File: src/rtl/vrr_vtiming_pkg.sv
package vrr_vtiming_pkg;

    // Region of the frame the line counter is in.
    typedef enum logic [2:0] {
        ST_ACTIVE   = 3'd0,
        ST_FIXBLANK = 3'd1,
        ST_HOLD     = 3'd2,
        ST_WINDOW   = 3'd3,
        ST_GUARD    = 3'd4
    } vt_state_e;

endpackage

File: src/rtl/vrr_push_ctl.sv
module vrr_push_ctl (
    input  logic clk,
    input  logic rst_n,
    input  logic live_i,
    input  logic wr_i,
    input  logic wr_en_i,
    input  logic wr_send_i,
    input  logic consume_i,
    output logic pending_o
);

    // A write replaces the send bit; the exit consumes it; fixed mode keeps it clear.
    always_ff @(posedge clk or negedge rst_n) begin
        if (!rst_n) begin
            pending_o <= 1'b0;
        end else if (!live_i) begin
            pending_o <= 1'b0;
        end else if (wr_i) begin
            pending_o <= wr_en_i & wr_send_i;
        end else if (consume_i) begin
            pending_o <= 1'b0;
        end
    end

    // an exit with no competing write leaves no push behind
    p_exit_clears_r7: assert property (@(posedge clk) disable iff (!rst_n)
        (consume_i && !wr_i) |=> !pending_o);

endmodule

File: src/rtl/vrr_frame_fsm.sv
module vrr_frame_fsm
    import vrr_vtiming_pkg::*;
#(
    parameter int unsigned LINE_W = 12
) (
    input  logic              clk,
    input  logic              rst_n,
    input  logic              tick_i,
    input  logic              cfg_vrr_en_i,
    input  logic              cfg_flip_en_i,
    input  logic [LINE_W-1:0] cfg_vactive_i,
    input  logic [LINE_W-1:0] cfg_vtotal_m1_i,
    input  logic [LINE_W-1:0] cfg_vmin_m1_i,
    input  logic [LINE_W-1:0] cfg_vmax_m1_i,
    input  logic [LINE_W-1:0] cfg_flip_m1_i,
    input  logic [LINE_W-1:0] cfg_guard_i,
    input  logic              pending_i,
    output logic [LINE_W-1:0] line_o,
    output logic [LINE_W-1:0] line_n_o,
    output logic [LINE_W-1:0] last_n_o,
    output logic              wrap_o,
    output logic              exit_o,
    output logic              fix_latch_o,
    output logic              live_o
);

    localparam int unsigned SUM_W = LINE_W + 1;

    vt_state_e         state_q, state_n;
    logic [LINE_W-1:0] line_q, line_n;
    logic [LINE_W-1:0] last_q, last_n;
    logic              live_q, live_n;
    logic              wrap_c, exit_c, fix_c;

    logic [LINE_W-1:0] incr;
    logic [LINE_W-1:0] exit_last;
    logic [SUM_W-1:0]  min_tot, max_tot, reach;
    logic              past_min, at_max, vrr_go;
    vt_state_e         vrr_next;

    // Totals carry one extra bit so that line + guard never wraps.
    assign min_tot   = cfg_flip_en_i ? ({1'b0, cfg_flip_m1_i} + SUM_W'(1))
                                     : ({1'b0, cfg_vmin_m1_i} + SUM_W'(1));
    assign max_tot   = {1'b0, cfg_vmax_m1_i} + SUM_W'(1);
    assign incr      = line_q + LINE_W'(1);
    assign reach     = {1'b0, incr} + {1'b0, cfg_guard_i};
    assign past_min  = (reach >= min_tot);
    assign at_max    = (reach >= max_tot);
    assign vrr_go    = past_min && (pending_i || at_max);
    assign exit_last = incr + cfg_guard_i - LINE_W'(1);

    always_comb begin
        if (vrr_go) begin
            vrr_next = ST_GUARD;
        end else if (past_min) begin
            vrr_next = ST_WINDOW;
        end else begin
            vrr_next = ST_HOLD;
        end
    end

    // Next-state and next-line decision, evaluated for the coming line strobe.
    always_comb begin
        wrap_c  = (line_q == last_q);
        line_n  = incr;
        state_n = state_q;
        last_n  = last_q;
        live_n  = live_q;
        exit_c  = 1'b0;
        fix_c   = 1'b0;
        if (wrap_c) begin
            line_n  = '0;
            live_n  = cfg_vrr_en_i;
            last_n  = cfg_vrr_en_i ? cfg_vmax_m1_i : cfg_vtotal_m1_i;
            state_n = ST_ACTIVE;
        end else begin
            unique case (state_q)
                ST_ACTIVE: begin
                    if (incr == cfg_vactive_i) begin
                        if (live_q) begin
                            state_n = vrr_next;
                            exit_c  = vrr_go;
                            if (vrr_go) begin
                                last_n = exit_last;
                            end
                        end else begin
                            state_n = ST_FIXBLANK;
                            fix_c   = 1'b1;
                        end
                    end
                end
                ST_HOLD, ST_WINDOW: begin
                    state_n = vrr_next;
                    exit_c  = vrr_go;
                    if (vrr_go) begin
                        last_n = exit_last;
                    end
                end
                ST_FIXBLANK, ST_GUARD: begin
                    state_n = state_q;
                end
                default: begin
                    state_n = ST_ACTIVE;
                end
            endcase
        end
    end

    // State register: everything moves only on a line strobe.
    always_ff @(posedge clk or negedge rst_n) begin
        if (!rst_n) begin
            state_q <= ST_ACTIVE;
            line_q  <= '0;
            last_q  <= '0;
            live_q  <= 1'b0;
        end else if (tick_i) begin
            state_q <= state_n;
            line_q  <= line_n;
            last_q  <= last_n;
            live_q  <= live_n;
        end
    end

    assign line_o      = line_q;
    assign line_n_o    = line_n;
    assign last_n_o    = last_n;
    assign wrap_o      = tick_i & wrap_c;
    assign exit_o      = tick_i & exit_c;
    assign fix_latch_o = tick_i & fix_c;
    assign live_o      = live_q;

    // the counter never passes the last line of the frame it is in
    p_line_in_frame_r2: assert property (@(posedge clk) disable iff (!rst_n)
        line_q <= last_q);

    // HOLD is only ever occupied before the earliest exit line
    p_hold_below_min_r5: assert property (@(posedge clk) disable iff (!rst_n)
        (state_q == ST_HOLD) |-> (({1'b0, line_q} + {1'b0, cfg_guard_i}) < min_tot));

    // no variable blank line reaches the maximum decision boundary without exiting
    p_below_max_r4: assert property (@(posedge clk) disable iff (!rst_n)
        (state_q == ST_HOLD || state_q == ST_WINDOW)
            |-> (({1'b0, line_q} + {1'b0, cfg_guard_i}) < max_tot));

endmodule

File: src/rtl/vrr_sync_gen.sv
module vrr_sync_gen #(
    parameter int unsigned LINE_W = 12
) (
    input  logic              clk,
    input  logic              rst_n,
    input  logic              tick_i,
    input  logic              wrap_i,
    input  logic              latch_i,
    input  logic [LINE_W-1:0] line_n_i,
    input  logic [LINE_W-1:0] last_n_i,
    input  logic [LINE_W-1:0] cfg_vactive_i,
    input  logic [LINE_W-1:0] cfg_vs_start_i,
    input  logic [LINE_W-1:0] cfg_vs_end_i,
    output logic              vblank_o,
    output logic              vsync_o,
    output logic              frame_start_o,
    output logic              latch_o
);

    localparam int unsigned SUM_W = LINE_W + 1;

    logic [SUM_W-1:0] tot, lo_reach, hi_reach;
    logic             vs_on, vb_on;

    // Sync lines are placed relative to the end of the coming frame,
    // which is known once the exit line has been chosen.
    assign tot      = {1'b0, last_n_i} + SUM_W'(1);
    assign lo_reach = {1'b0, line_n_i} + {1'b0, cfg_vs_start_i};
    assign hi_reach = {1'b0, line_n_i} + {1'b0, cfg_vs_end_i};
    assign vs_on    = (lo_reach >= tot) && (hi_reach < tot);
    assign vb_on    = (line_n_i >= cfg_vactive_i);

    always_ff @(posedge clk or negedge rst_n) begin
        if (!rst_n) begin
            vblank_o      <= 1'b0;
            vsync_o       <= 1'b0;
            frame_start_o <= 1'b0;
            latch_o       <= 1'b0;
        end else begin
            frame_start_o <= wrap_i;
            latch_o       <= latch_i;
            if (tick_i) begin
                vblank_o <= vb_on;
                vsync_o  <= vs_on;
            end
        end
    end

    // sync always sits inside the blank
    p_vsync_in_blank_r9: assert property (@(posedge clk) disable iff (!rst_n)
        vsync_o |-> vblank_o);

    // the frame-start pulse lasts one clock
    p_start_single_r2: assert property (@(posedge clk) disable iff (!rst_n)
        frame_start_o |=> !frame_start_o);

endmodule

File: src/rtl/vrr_vtiming.sv
module vrr_vtiming #(
    parameter int unsigned LINE_W = 12
) (
    input  logic              clk,
    input  logic              rst_n,
    input  logic              line_tick,
    input  logic              cfg_vrr_en,
    input  logic              cfg_flip_en,
    input  logic [LINE_W-1:0] cfg_vactive,
    input  logic [LINE_W-1:0] cfg_vtotal_m1,
    input  logic [LINE_W-1:0] cfg_vmin_m1,
    input  logic [LINE_W-1:0] cfg_vmax_m1,
    input  logic [LINE_W-1:0] cfg_flip_m1,
    input  logic [LINE_W-1:0] cfg_guard,
    input  logic [LINE_W-1:0] cfg_vs_start_off,
    input  logic [LINE_W-1:0] cfg_vs_end_off,
    input  logic              push_wr,
    input  logic              push_wr_en,
    input  logic              push_wr_send,
    output logic [LINE_W-1:0] line_num,
    output logic              vblank,
    output logic              vsync,
    output logic              frame_start,
    output logic              latch_pulse,
    output logic              push_pending,
    output logic              vrr_live
);

    logic [LINE_W-1:0] line_n, last_n;
    logic              wrap, exit_go, fix_latch;

    vrr_frame_fsm #(
        .LINE_W (LINE_W)
    ) fsm_i (
        .clk             (clk),
        .rst_n           (rst_n),
        .tick_i          (line_tick),
        .cfg_vrr_en_i    (cfg_vrr_en),
        .cfg_flip_en_i   (cfg_flip_en),
        .cfg_vactive_i   (cfg_vactive),
        .cfg_vtotal_m1_i (cfg_vtotal_m1),
        .cfg_vmin_m1_i   (cfg_vmin_m1),
        .cfg_vmax_m1_i   (cfg_vmax_m1),
        .cfg_flip_m1_i   (cfg_flip_m1),
        .cfg_guard_i     (cfg_guard),
        .pending_i       (push_pending),
        .line_o          (line_num),
        .line_n_o        (line_n),
        .last_n_o        (last_n),
        .wrap_o          (wrap),
        .exit_o          (exit_go),
        .fix_latch_o     (fix_latch),
        .live_o          (vrr_live)
    );

    vrr_push_ctl push_i (
        .clk       (clk),
        .rst_n     (rst_n),
        .live_i    (vrr_live),
        .wr_i      (push_wr),
        .wr_en_i   (push_wr_en),
        .wr_send_i (push_wr_send),
        .consume_i (exit_go),
        .pending_o (push_pending)
    );

    vrr_sync_gen #(
        .LINE_W (LINE_W)
    ) sync_i (
        .clk            (clk),
        .rst_n          (rst_n),
        .tick_i         (line_tick),
        .wrap_i         (wrap),
        .latch_i        (exit_go | fix_latch),
        .line_n_i       (line_n),
        .last_n_i       (last_n),
        .cfg_vactive_i  (cfg_vactive),
        .cfg_vs_start_i (cfg_vs_start_off),
        .cfg_vs_end_i   (cfg_vs_end_off),
        .vblank_o       (vblank),
        .vsync_o        (vsync),
        .frame_start_o  (frame_start),
        .latch_o        (latch_pulse)
    );

    // a new frame always begins on line 0
    p_start_at_zero_r2: assert property (@(posedge clk) disable iff (!rst_n)
        frame_start |-> (line_num == '0));

    // the live mode moves only together with a frame start
    p_live_at_boundary_r10: assert property (@(posedge clk) disable iff (!rst_n)
        (vrr_live != $past(vrr_live)) |-> frame_start);

    // in fixed mode no push can be left pending
    p_offline_push_r8: assert property (@(posedge clk) disable iff (!rst_n)
        !vrr_live |=> !push_pending);

endmodule

File: config.mk
export PLATFORM = sky130hd
export DESIGN_NAME = vrr_vtiming
export DESIGN_NICKNAME = d
export VERILOG_FILES = /design/src/rtl/vrr_vtiming_pkg.sv /design/src/rtl/vrr_push_ctl.sv /design/src/rtl/vrr_frame_fsm.sv /design/src/rtl/vrr_sync_gen.sv /design/src/rtl/vrr_vtiming.sv
export SDC_FILE = /design/constraint.sdc
export NUM_CORES = 1
export LEC_CHECK = 0
export CORE_ASPECT_RATIO = 0.7
export CORE_MARGIN = 1.5
export CORE_UTILIZATION = 50
export CTS_BUF_LIST = sky130_fd_sc_hd__clkbuf_8 sky130_fd_sc_hd__clkbuf_16
export CTS_CLUSTER_DIAMETER = 80
export DETAILED_ROUTE_END_ITERATION = 10
export PLACE_DENSITY_LB_ADDON = 0.1
export SYNTH_ARGS = -nofsm -noshare
export SYNTH_HDL_FRONTEND = slang
export SYNTH_SLANG_ARGS = --single-unit
File: constraint.sdc
create_clock -name clk -period 9.47 [get_ports clk]
set_input_delay 1.894 -clock clk [delete_from_list [all_inputs] [get_ports clk]]
set_output_delay 1.894 -clock clk [all_outputs]
set_load 0.005 [all_outputs]
* Word-level counts from Yosys, hierarchy flattened
Cells that the tools add are included.
** Word-level totals
- Flip-flop bits (word level) :: 33
- Latch bits :: 0
- Memory bits (writable) :: 0
- Memory bits (read-only) :: 0
- Input port bits :: 104
- Output and inout port bits :: 18
- Logic and storage cells :: 71
- Memories kept :: 0
** Operators by class
- Add/sub/neg operators :: 10
- Multiply operators :: 0
- Divide/modulo/power cells :: 0
- $lt $le $gt $ge :: 5
- Equal/unequal tests :: 9
- Shift-type cells :: 0
- Mux-type cells :: 25
- Bitwise logic cells :: 5
- Reduce and logical (&&, ||, !) cells :: 8
** Operators with widths (number)
- $mux 12 :: 6
- $add 12x1->13 const B :: 4
- $add 12x12->13 :: 3
- $ge 13x13->1 :: 3
- $eq 12x12->1 :: 2
- $pmux 12 s2 :: 1
- $lt 13x13->1 :: 1
- $mux 13 :: 1
- $add 12x1->12 const B :: 1
- $add 12x12->12 :: 1
- $ge 12x12->1 :: 1
- $mux 3 :: 4
- $sub 12x1->12 const B :: 1
- $mux 1 :: 11
- $pmux 3 s3 :: 1
- $eq 3x2->1 const B :: 2
- $and 1x1->1 :: 4
- $reduce_or 2->1 :: 2
- $eq 3x1->1 const B :: 1
- $eq 3x3->1 const B :: 1
- $logic_not 3->1 :: 1
- $ne 3x1->1 const B :: 1
- $ne 3x3->1 const B :: 1
- $reduce_and 3->1 :: 1
- 6 further kinds :: 7

* Logic depth before layout (Yosys ltp)
Gate-level depths: netlist of the first run.
- Depth in word-level cells :: 13
- Mapped depth :: 40

* Hierarchy
A second synthesis of the first run with hierarchy kept.
** Unflattened totals
- Cell total of the unflattened synthesis :: 901
- Area total of the unflattened synthesis :: 7104.3 um^2
** Modules (own cells, without submodules)
- vrr_frame_fsm :: times used 1, cells an instance 622, area an instance 4855.9 um^2, seq. area each 700.7 um^2
- vrr_sync_gen :: times used 1, cells an instance 275, area an instance 2195.9 um^2, seq. area each 100.1 um^2
- vrr_push_ctl :: times used 1, cells an instance 3, area an instance 46.3 um^2, seq. area each 25.0 um^2
- vrr_vtiming :: times used 1, cells an instance 1, area an instance 6.3 um^2, seq. area each 0.0 um^2

* Worst setup path after synthesis of the first run
No wires, ideal clock.
- Kind :: input -> register
- Start :: in cfg_guard[1]
- End :: reg sync_i.vsync_o
- Setup time :: 104 ps
- Arrival :: 7951 ps
- Required time :: 9366 ps
- Path slack :: 1415 ps
- Cell stages on the path :: 37
- Path buffers :: 0
- Cells stage by stage :: inv_1 ha_1 a21oi_1 nor2_1 nor2_1 o21bai_1 a21oi_1 nor2_1 o21a_1 nor2_1 o21bai_1 a21oi_1 o21bai_1 a21oi_1 xnor2_1 ha_1 a211oi_1 o211ai_1 a31oi_1 a21oi_1 a31o_2 nand2_1 a21oi_1 a211oi_1 inv_1 ha_1 xor2_1 ha_1 o21a_1 o21ai_0 nand2b_1 a21oi_1 a31oi_1 maj3_1 a221oi_2 nor3_1 o41ai_2
** On the way
- Word-level cells in the longest chain between the ends :: 12
- Elaborated cells on any way between the ends :: 16
** RTL lines
- start: declaration :: RTL line vrr_vtiming.sv:14 : input logic [LINE_W-1:0] cfg_guard,
- $add 12x12->13 :: RTL line vrr_frame_fsm.sv:46 : assign reach = {1'b0, incr} + {1'b0, cfg_guard_i};
- $ge 13x13->1 :: RTL line vrr_frame_fsm.sv:48 : assign at_max = (reach >= max_tot);
- $logic_or 1x1->1 :: RTL line vrr_frame_fsm.sv:49 : assign vrr_go = past_min && (pending_i || at_max);
- $logic_and 1x1->1 :: RTL line vrr_frame_fsm.sv:49
- $mux 12 * :: RTL line vrr_frame_fsm.sv:83, vrr_frame_fsm.sv:95
- $mux 12 :: RTL line vrr_frame_fsm.sv:80 : if (live_q) begin
- $mux 12 :: RTL line vrr_frame_fsm.sv:79 : if (incr == cfg_vactive_i) begin
- $pmux 12 s2 * :: RTL line vrr_frame_fsm.sv:77 : unique case (state_q)
- $mux 12 * :: RTL line vrr_frame_fsm.sv:71 : if (wrap_c) begin
- named net fsm_i.last_n_o[1] :: RTL line vrr_frame_fsm.sv:20 : output logic [LINE_W-1:0] last_n_o,
- $add 12x1->13 * :: RTL line vrr_sync_gen.sv:27 : assign tot = {1'b0, last_n_i} + SUM_W'(1);
- $ge 13x13->1 or $lt 13x13->1 (tied branches) :: RTL line vrr_sync_gen.sv:30 : assign vs_on = (lo_reach >= tot) && (hi_reach < tot);
- $logic_and 1x1->1 * :: RTL line vrr_sync_gen.sv:30
- end signal: assignment :: RTL line vrr_sync_gen.sv:44 : vsync_o <= vs_on;
- end: declaration :: RTL line vrr_sync_gen.sv:15 : output logic vsync_o,
Mark *: on every way through the listed nets, which the timed path passes. The rest lies on a longest branch.
A chain may end at the register's enable or synchronous reset.

* Worst setup path after layout of the first run
- Start :: in cfg_guard[1]
- End :: reg sync_i.vsync_o
** On the way
- Word-level cells in the longest chain between the ends :: 12
- Elaborated cells on any way between the ends :: 16
** RTL lines (RTL line)
- $add 12x12->13 * :: vrr_frame_fsm.sv:46
- $ge 13x13->1 :: vrr_frame_fsm.sv:48
- $logic_or 1x1->1 :: vrr_frame_fsm.sv:49
- $logic_and 1x1->1 * :: vrr_frame_fsm.sv:49
- $mux 12 * :: vrr_frame_fsm.sv:83, vrr_frame_fsm.sv:95
- $mux 12 :: vrr_frame_fsm.sv:80
- $mux 12 :: vrr_frame_fsm.sv:79
- $pmux 12 s2 * :: vrr_frame_fsm.sv:77
- $mux 12 * :: vrr_frame_fsm.sv:71
- named net fsm_i.last_n_o[0] :: vrr_frame_fsm.sv:20
- $add 12x1->13 * :: vrr_sync_gen.sv:27
- $ge 13x13->1 or $lt 13x13->1 (tied branches) :: vrr_sync_gen.sv:30
- $logic_and 1x1->1 * :: vrr_sync_gen.sv:30
Marked as above.

==> results.yml, run 1 <==
floorplanning:
  die-width_microns: 142
  rows: 35
  fp.coreArea_sq_um: 13200
  io_pins: 122
  die_area_sq_um: 14300
  dieHeight_microns: 101
  start_util_pct: 51.5
setup_path:
  slowest_stage: "clkdlybuf4s50_1"
  start_kind: "input port"
  critPathMaxStageDelay_ns: 0.48
  critical-path-top-cell-by-count: "a21oi_1"
  endpoint_kind: "register"
  rr_endpoint: "sync_i.vsync_o"
  cp.arrival_ns: 9.15
  ff2ff_path_depth: 39
  crit_type: "input port to register"
  reg2reg_from: "fsm_i.line_o[0]"
  worstPathRequired_ns: 9.66
  crit_fanout: 8
  r2r_setup_slack_ns: 1.51
finish:
  seq_area_sq_um: 826
  diodes: 0
  drive_gt1_share_pct: 6.02
  areaGrowthSynthToFinish_pct: 23.3
  nFillCells: 1205
  stdcell_area_sq_um: 8390
  multi_input_area_sq_um: 5600
  nets: 1188
yosys:
  async_flop_share_pct: 100
  synth_seq_area_share_pct: 12.1
  synth_flop_cell: "dfrtp_1"
  syn_area_per_cell_sq_um: 8.02
  yosys.cell_types.count: 77
  synth_common_cells: "ha_1 (116), inv_1 (84), nor2_1 (77)"
  synthCells: 849
  syn_nets: 1073
  yosysTopAreaCell: "ha_1"
  synth_area_leaders: "ha_1 (21%), dfrtp_1 (12%), xnor2_1 (8.9%), inv_1 (4.6%), nor2_1 (4.2%)"
  synth_most_common_cell: "ha_1"
  synth_top_cell_area_share_pct: 21.3
  yosys_warnings: 0
  syn_area_sq_um: 6810
  synth_edf_count: 0
  ys_ff_latch: 33
place:
  finalWeightedCongestion: 0.957
  placed_area_sq_um: 8230
  place.detailed.hpwl_microns: 16900
  place.port_buffers: 121
  place_ws_ns: 0.183
clock_tree:
  postCtsSetupRepairBufs: 0
  h-tree-depth: 2
  hold_buffers: 0
  root_buffer: "clkbuf_16"
  cts-resized-gates: 0
  clkLatencyLatePin_ns: 0.29
  cts_made_buffers: 5
  cts_tree: "yes"
  clk_path_buf_depth: 2
  clock_sinks: 33
  path_clk_slew_ns: 0.06
routing:
  drc: 0
  drtIter0Drc: 516
  viasPerCell: 5.59
  wire_per_inst_microns: 17.6
  drt-pass1-iter-count: 5
  num_vias: 6424
  ant_nets: 0
  wl_microns: 20200
timing:
  finClkSkew_ns: 0.00700
  finalSetupViolations: 0
  min_period_ns: 8.96
  finalCritPeriodShare_pct: 94.6
  slew_violations: 0
  max_freq_mhz: 112
  slew_headroom_pct: 39.3
  final_hold_viol_count: 0
  fin_ws_ns: 0.510
  tightest_slew_ns: 0.907
outcome:
  status: "finished clean"
global_route:
  grt_use_total_pct: 28.9
  grt_pass1_wl_microns: 32200
  grt_antenna_before_repair: 0
  overflow: 0
  grt_max_degree: 45
  grt_pass1_vias: 5908
flow_run:
  maxCapViolations: 0
pwr:
  p_leak_nw: 3.94
  p_per_area_nw_per_um2: 241
  power.total_mw: 2.02
  ir_worst_vdd_uv: 183
hold_path:
  hp-class: "register to register"
  holdCritStartpoint: "sync_i.vblank_o"
  hold_end: "sync_i.vblank_o"
  holdPathStages: 2
==> report_power, final <==
group	switching, mW	internal, mW	total, mW
sequential	0.0714	0.181	0.252
clock	0.0667	0.103	0.170
combinational	0.889	0.711	1.60
==> cell type report <==
type                            instances  area share, %
Clock buffer                            6           1.65
Multi-Input combinational cell        711           66.8
Sequential cell                        33           9.84
Clock inverter                          1         0.0894
Timing Repair Buffer                  129           15.1
Inverter                               84           3.76
Tap cell                              185           2.76
==> worst max-delay path by stage <==
stage	start	to	cells past startpoint
after floorplan	cfg_guard[1]	sync_i.vsync_o	37
after detailed placement	cfg_guard[1]	sync_i.vsync_o	39
after global placement	cfg_guard[1]	sync_i.vsync_o	38
after CTS	cfg_guard[1]	sync_i.vsync_o	39
final	cfg_guard[1]	sync_i.vsync_o	39
after global routing	cfg_guard[1]	sync_i.vsync_o	39
==> critical path: cells and delay by family <==
kind                     cells  cell delay, ns
buffers and inverters        2            0.55
adder cells (fa/ha/maj)      5            1.37
AO/OA/AOI/OAI               21            3.99
XOR/XNOR                     1            0.12
AND/OR/NAND/NOR             10            1.23
==> flip-flops by register name, indices dropped and copies added, names as in the netlist <==
register              count
push_i.pending_o          1
sync_i.vsync_o            1
fsm_i.live_o              1
sync_i.vblank_o           1
sync_i.frame_start_o      1
fsm_i.line_o             12
fsm_i.state_q             3
sync_i.latch_o            1
fsm_i.last_q             12
==> placed cells by master, fill, tap and decap left out, types with 4 or more instances in the layout <==
cell type / count
clkdlybuf4s50_1: 121
clkbuf_16: 5
and4_1: 5
o211a_1: 4
o31ai_1: 4
nand2_1: 52
and3_1: 6
o21a_1: 7
nand4_1: 17
mux2_2: 18
nor4_1: 5
buf_4: 8
o21ai_0: 38
nand3_1: 26
dfrtp_1: 33
xnor2_1: 69
a21oi_1: 52
o211ai_1: 4
nand2b_1: 11
ha_1: 116
fa_1: 4
nor3_1: 10
nor2_1: 76
o21bai_1: 10
a211oi_1: 6
mux2i_1: 15
a2111oi_0: 4
and2_1: 6
a31oi_1: 8
inv_1: 84
a21o_1: 22
nor2b_1: 14
xor2_1: 32
==> routing by layer <==
layer | part of all wire, % | track usage [%] | up-vias
li1 | - | - | 3282
met1 | 54 | 47.4 | 2878
met5 | 0 | 0 | -
met2 | 36 | 37.6 | 254
met4 | 0.77 | 2.70 | 0
met3 | 9.9 | 7.27 | 10
==> cell families (layout without fill, tap and decap cells) <==
kind of cell	Yosys count	after routing	share of synthesized area, %
AO/OA/AOI/OAI	199	199	20.5
XOR/XNOR	106	106	14.6
adder cells (fa/ha/maj)	122	122	22.8
buffers and inverters	105	220	5.94
flip-flops	33	33	12.1
multiplexers	33	33	5.18
AND/OR/NAND/NOR	251	251	18.9
==> stage by stage <==
stage	TNS (ns)	std cells	utilization [%]	hold slack (ns)
global placement	0	1142	62.2	0.503
CTS	0	1149	63.3	0.521
finish	0	1149	63.5	0.521
detailed placement	0	1142	62.2	0.506
floorplan	0	849	-	0.480
global route	-0.000435	1149	63.5	0.546
Note: power is estimated with default switching activity, not from simulation.
==> run 2, diff against run 1 <==
--- a/config.mk
+++ b/config.mk
@@ -12,6 +12,7 @@
 export CTS_CLUSTER_DIAMETER = 80
 export DETAILED_ROUTE_END_ITERATION = 10
 export PLACE_DENSITY_LB_ADDON = 0.1
+export SETUP_SLACK_MARGIN = 0.3
 export SYNTH_ARGS = -nofsm -noshare
 export SYNTH_HDL_FRONTEND = slang
 export SYNTH_SLANG_ARGS = --single-unit
==> results.yml, run 2 (synthesized netlist as in run 1, its figures left out) <==
place:
  placed_cells: 1142
  place.detailed.hpwl_microns: 16900
  finalWeightedCongestion: 0.957
  place.port_buffers: 121
global_route:
  grt_pass1_wl_microns: 32200
  grt_max_degree: 45
  grt_use_total_pct: 28.9
  overflow: 0
  grt_antenna_before_repair: 0
  grt_pass1_vias: 5908
timing:
  slew_violations: 0
  finalSetupViolations: 0
  whs_ns: 0.521
  tightest_slew_ns: 0.911
  setup_tns_ns: 0
  min_period_ns: 8.64
  final_hold_viol_count: 0
  max_freq_mhz: 116
  rsz0062_at_grt: "no"
  finClkSkew_ns: 0.00518
  slew_headroom_pct: 39.1
  finalCritPeriodShare_pct: 91.3
outcome:
  status: "finished clean"
floorplanning:
  start_util_pct: 51.5
  dieHeight_microns: 101
  die_area_sq_um: 14300
  die-width_microns: 142
  io_pins: 122
  fp.coreArea_sq_um: 13200
  rows: 35
clock_tree:
  path_clk_slew_ns: 0.06
  hold_buffers: 0
  clkLatencyLatePin_ns: 0.28
  root_buffer: "clkbuf_16"
  h-tree-depth: 2
  cts_made_buffers: 5
  cts_tree: "yes"
  clk_path_buf_depth: 2
  clock_sinks: 33
pwr:
  p_leak_nw: 3.97
  ir_worst_vdd_uv: 183
  p_per_area_nw_per_um2: 241
setup_path:
  critical-path-top-cell-by-count: "ha_1"
  slowest_stage: "clkdlybuf4s50_1"
  crit_fanout: 6
  cpLargestDelayFamily: "compound AO/OA/AOI/OAI gates"
  start_kind: "input port"
  worstPathRequired_ns: 9.66
  critPathMaxStageDelay_ns: 0.48
  crit_type: "input port to register"
  endpoint_kind: "register"
  cp.arrival_ns: 8.83
  path_buf_inv: 3
routing:
  wire_per_inst_microns: 17.6
  viasPerCell: 5.63
  drc: 0
  ant_nets: 0
  num_vias: 6485
  drtIter0Drc: 624
  wl_microns: 20200
  drt-pass1-iter-count: 5
finish:
  mostFrequentLayoutCells: "clkdlybuf4s50_1 (121), ha_1 (116), inv_1 (84)"
  nets: 1191
  drive_gt1_share_pct: 6.93
  fin_cells: 1152
  diodes: 0
  final_common_cell: "clkdlybuf4s50_1"
  areaGrowthSynthToFinish_pct: 24.1
hold_path:
  hp-class: "register to register"
flow_run:
  maxCapViolations: 0
run 2: final timing paths:
path | endpoint | start | cells after the start | slack, ns
max | sync_i.vsync_o | cfg_guard[1] | 38 | 0.83
min | sync_i.vblank_o | sync_i.vblank_o | 2 | 0.52
max reg2reg | sync_i.vsync_o | fsm_i.line_o[0] | 33 | 1.74
min reg2reg | sync_i.vblank_o | sync_i.vblank_o | 2 | 0.52
max in group asynchronous | fsm_i.line_o[2] | rst_n | 2 | 7.08
min in group asynchronous | push_i.pending_o | rst_n | 2 | 2.04
run 2: area by class of cell:
cell class	count	area [sq um]
Sequential cell	33	826
Tap cell	185	231
Timing Repair Buffer	132	1290
Clock inverter	1	7.51
Multi-Input combinational cell	711	5640
Clock buffer	6	139
Inverter	84	315
Fill cell	1200	4780
run 2: report_power, final:
part / switching, mW / internal (mW) / leakage [nW]
Sequential: 0.0713 / 0.181 / 0.409
Clock: 0.0676 / 0.103 / 0.0690
Combinational: 0.897 / 0.717 / 3.49
Total: 1.04 / 1.00 / 3.97
run 2: tightest hold or removal path, delay by kind of cell, from the launching register on:
kind	cells	cell delay, ns
simple gates	1	0.04
compound gates	1	0.10
flops	1	0.34
run 2: stage by stage:
stage          worst slack, ns  util [%]  power, mW  cell area (sq um)
6_report                 0.826      63.9       2.04               8450
5_1_grt                  0.310      63.9       2.23               8450
4_1_cts                  0.450      63.3       1.99               8370
3_5_place_dp             0.183      62.2       1.81               8230
3_3_place_gp             0.474      62.2       1.81               8230
2_1_floorplan             1.42         -       1.37               6810
run 2: timing repair:
action / 4_1_cts / 5_1_grt
endpoints found under the setup margin: 0 / 1
setup buffers: 0 / 3
gates resized for setup: 0 / 14
run 2: routing by layer:
| metal | part of all wire (%) | wire [microns] | vias to the layer above | global-route usage, % |
|---|---|---|---|---|
| met1 | 53 | 10600 | 2898 | 47.4 |
| met4 | 0.78 | 157 | 0 | 2.70 |
| met5 | 0 | 0 | - | 0 |
| met2 | 36 | 7340 | 295 | 37.6 |
| li1 | - | - | 3282 | - |
| met3 | 10 | 2110 | 10 | 7.27 |
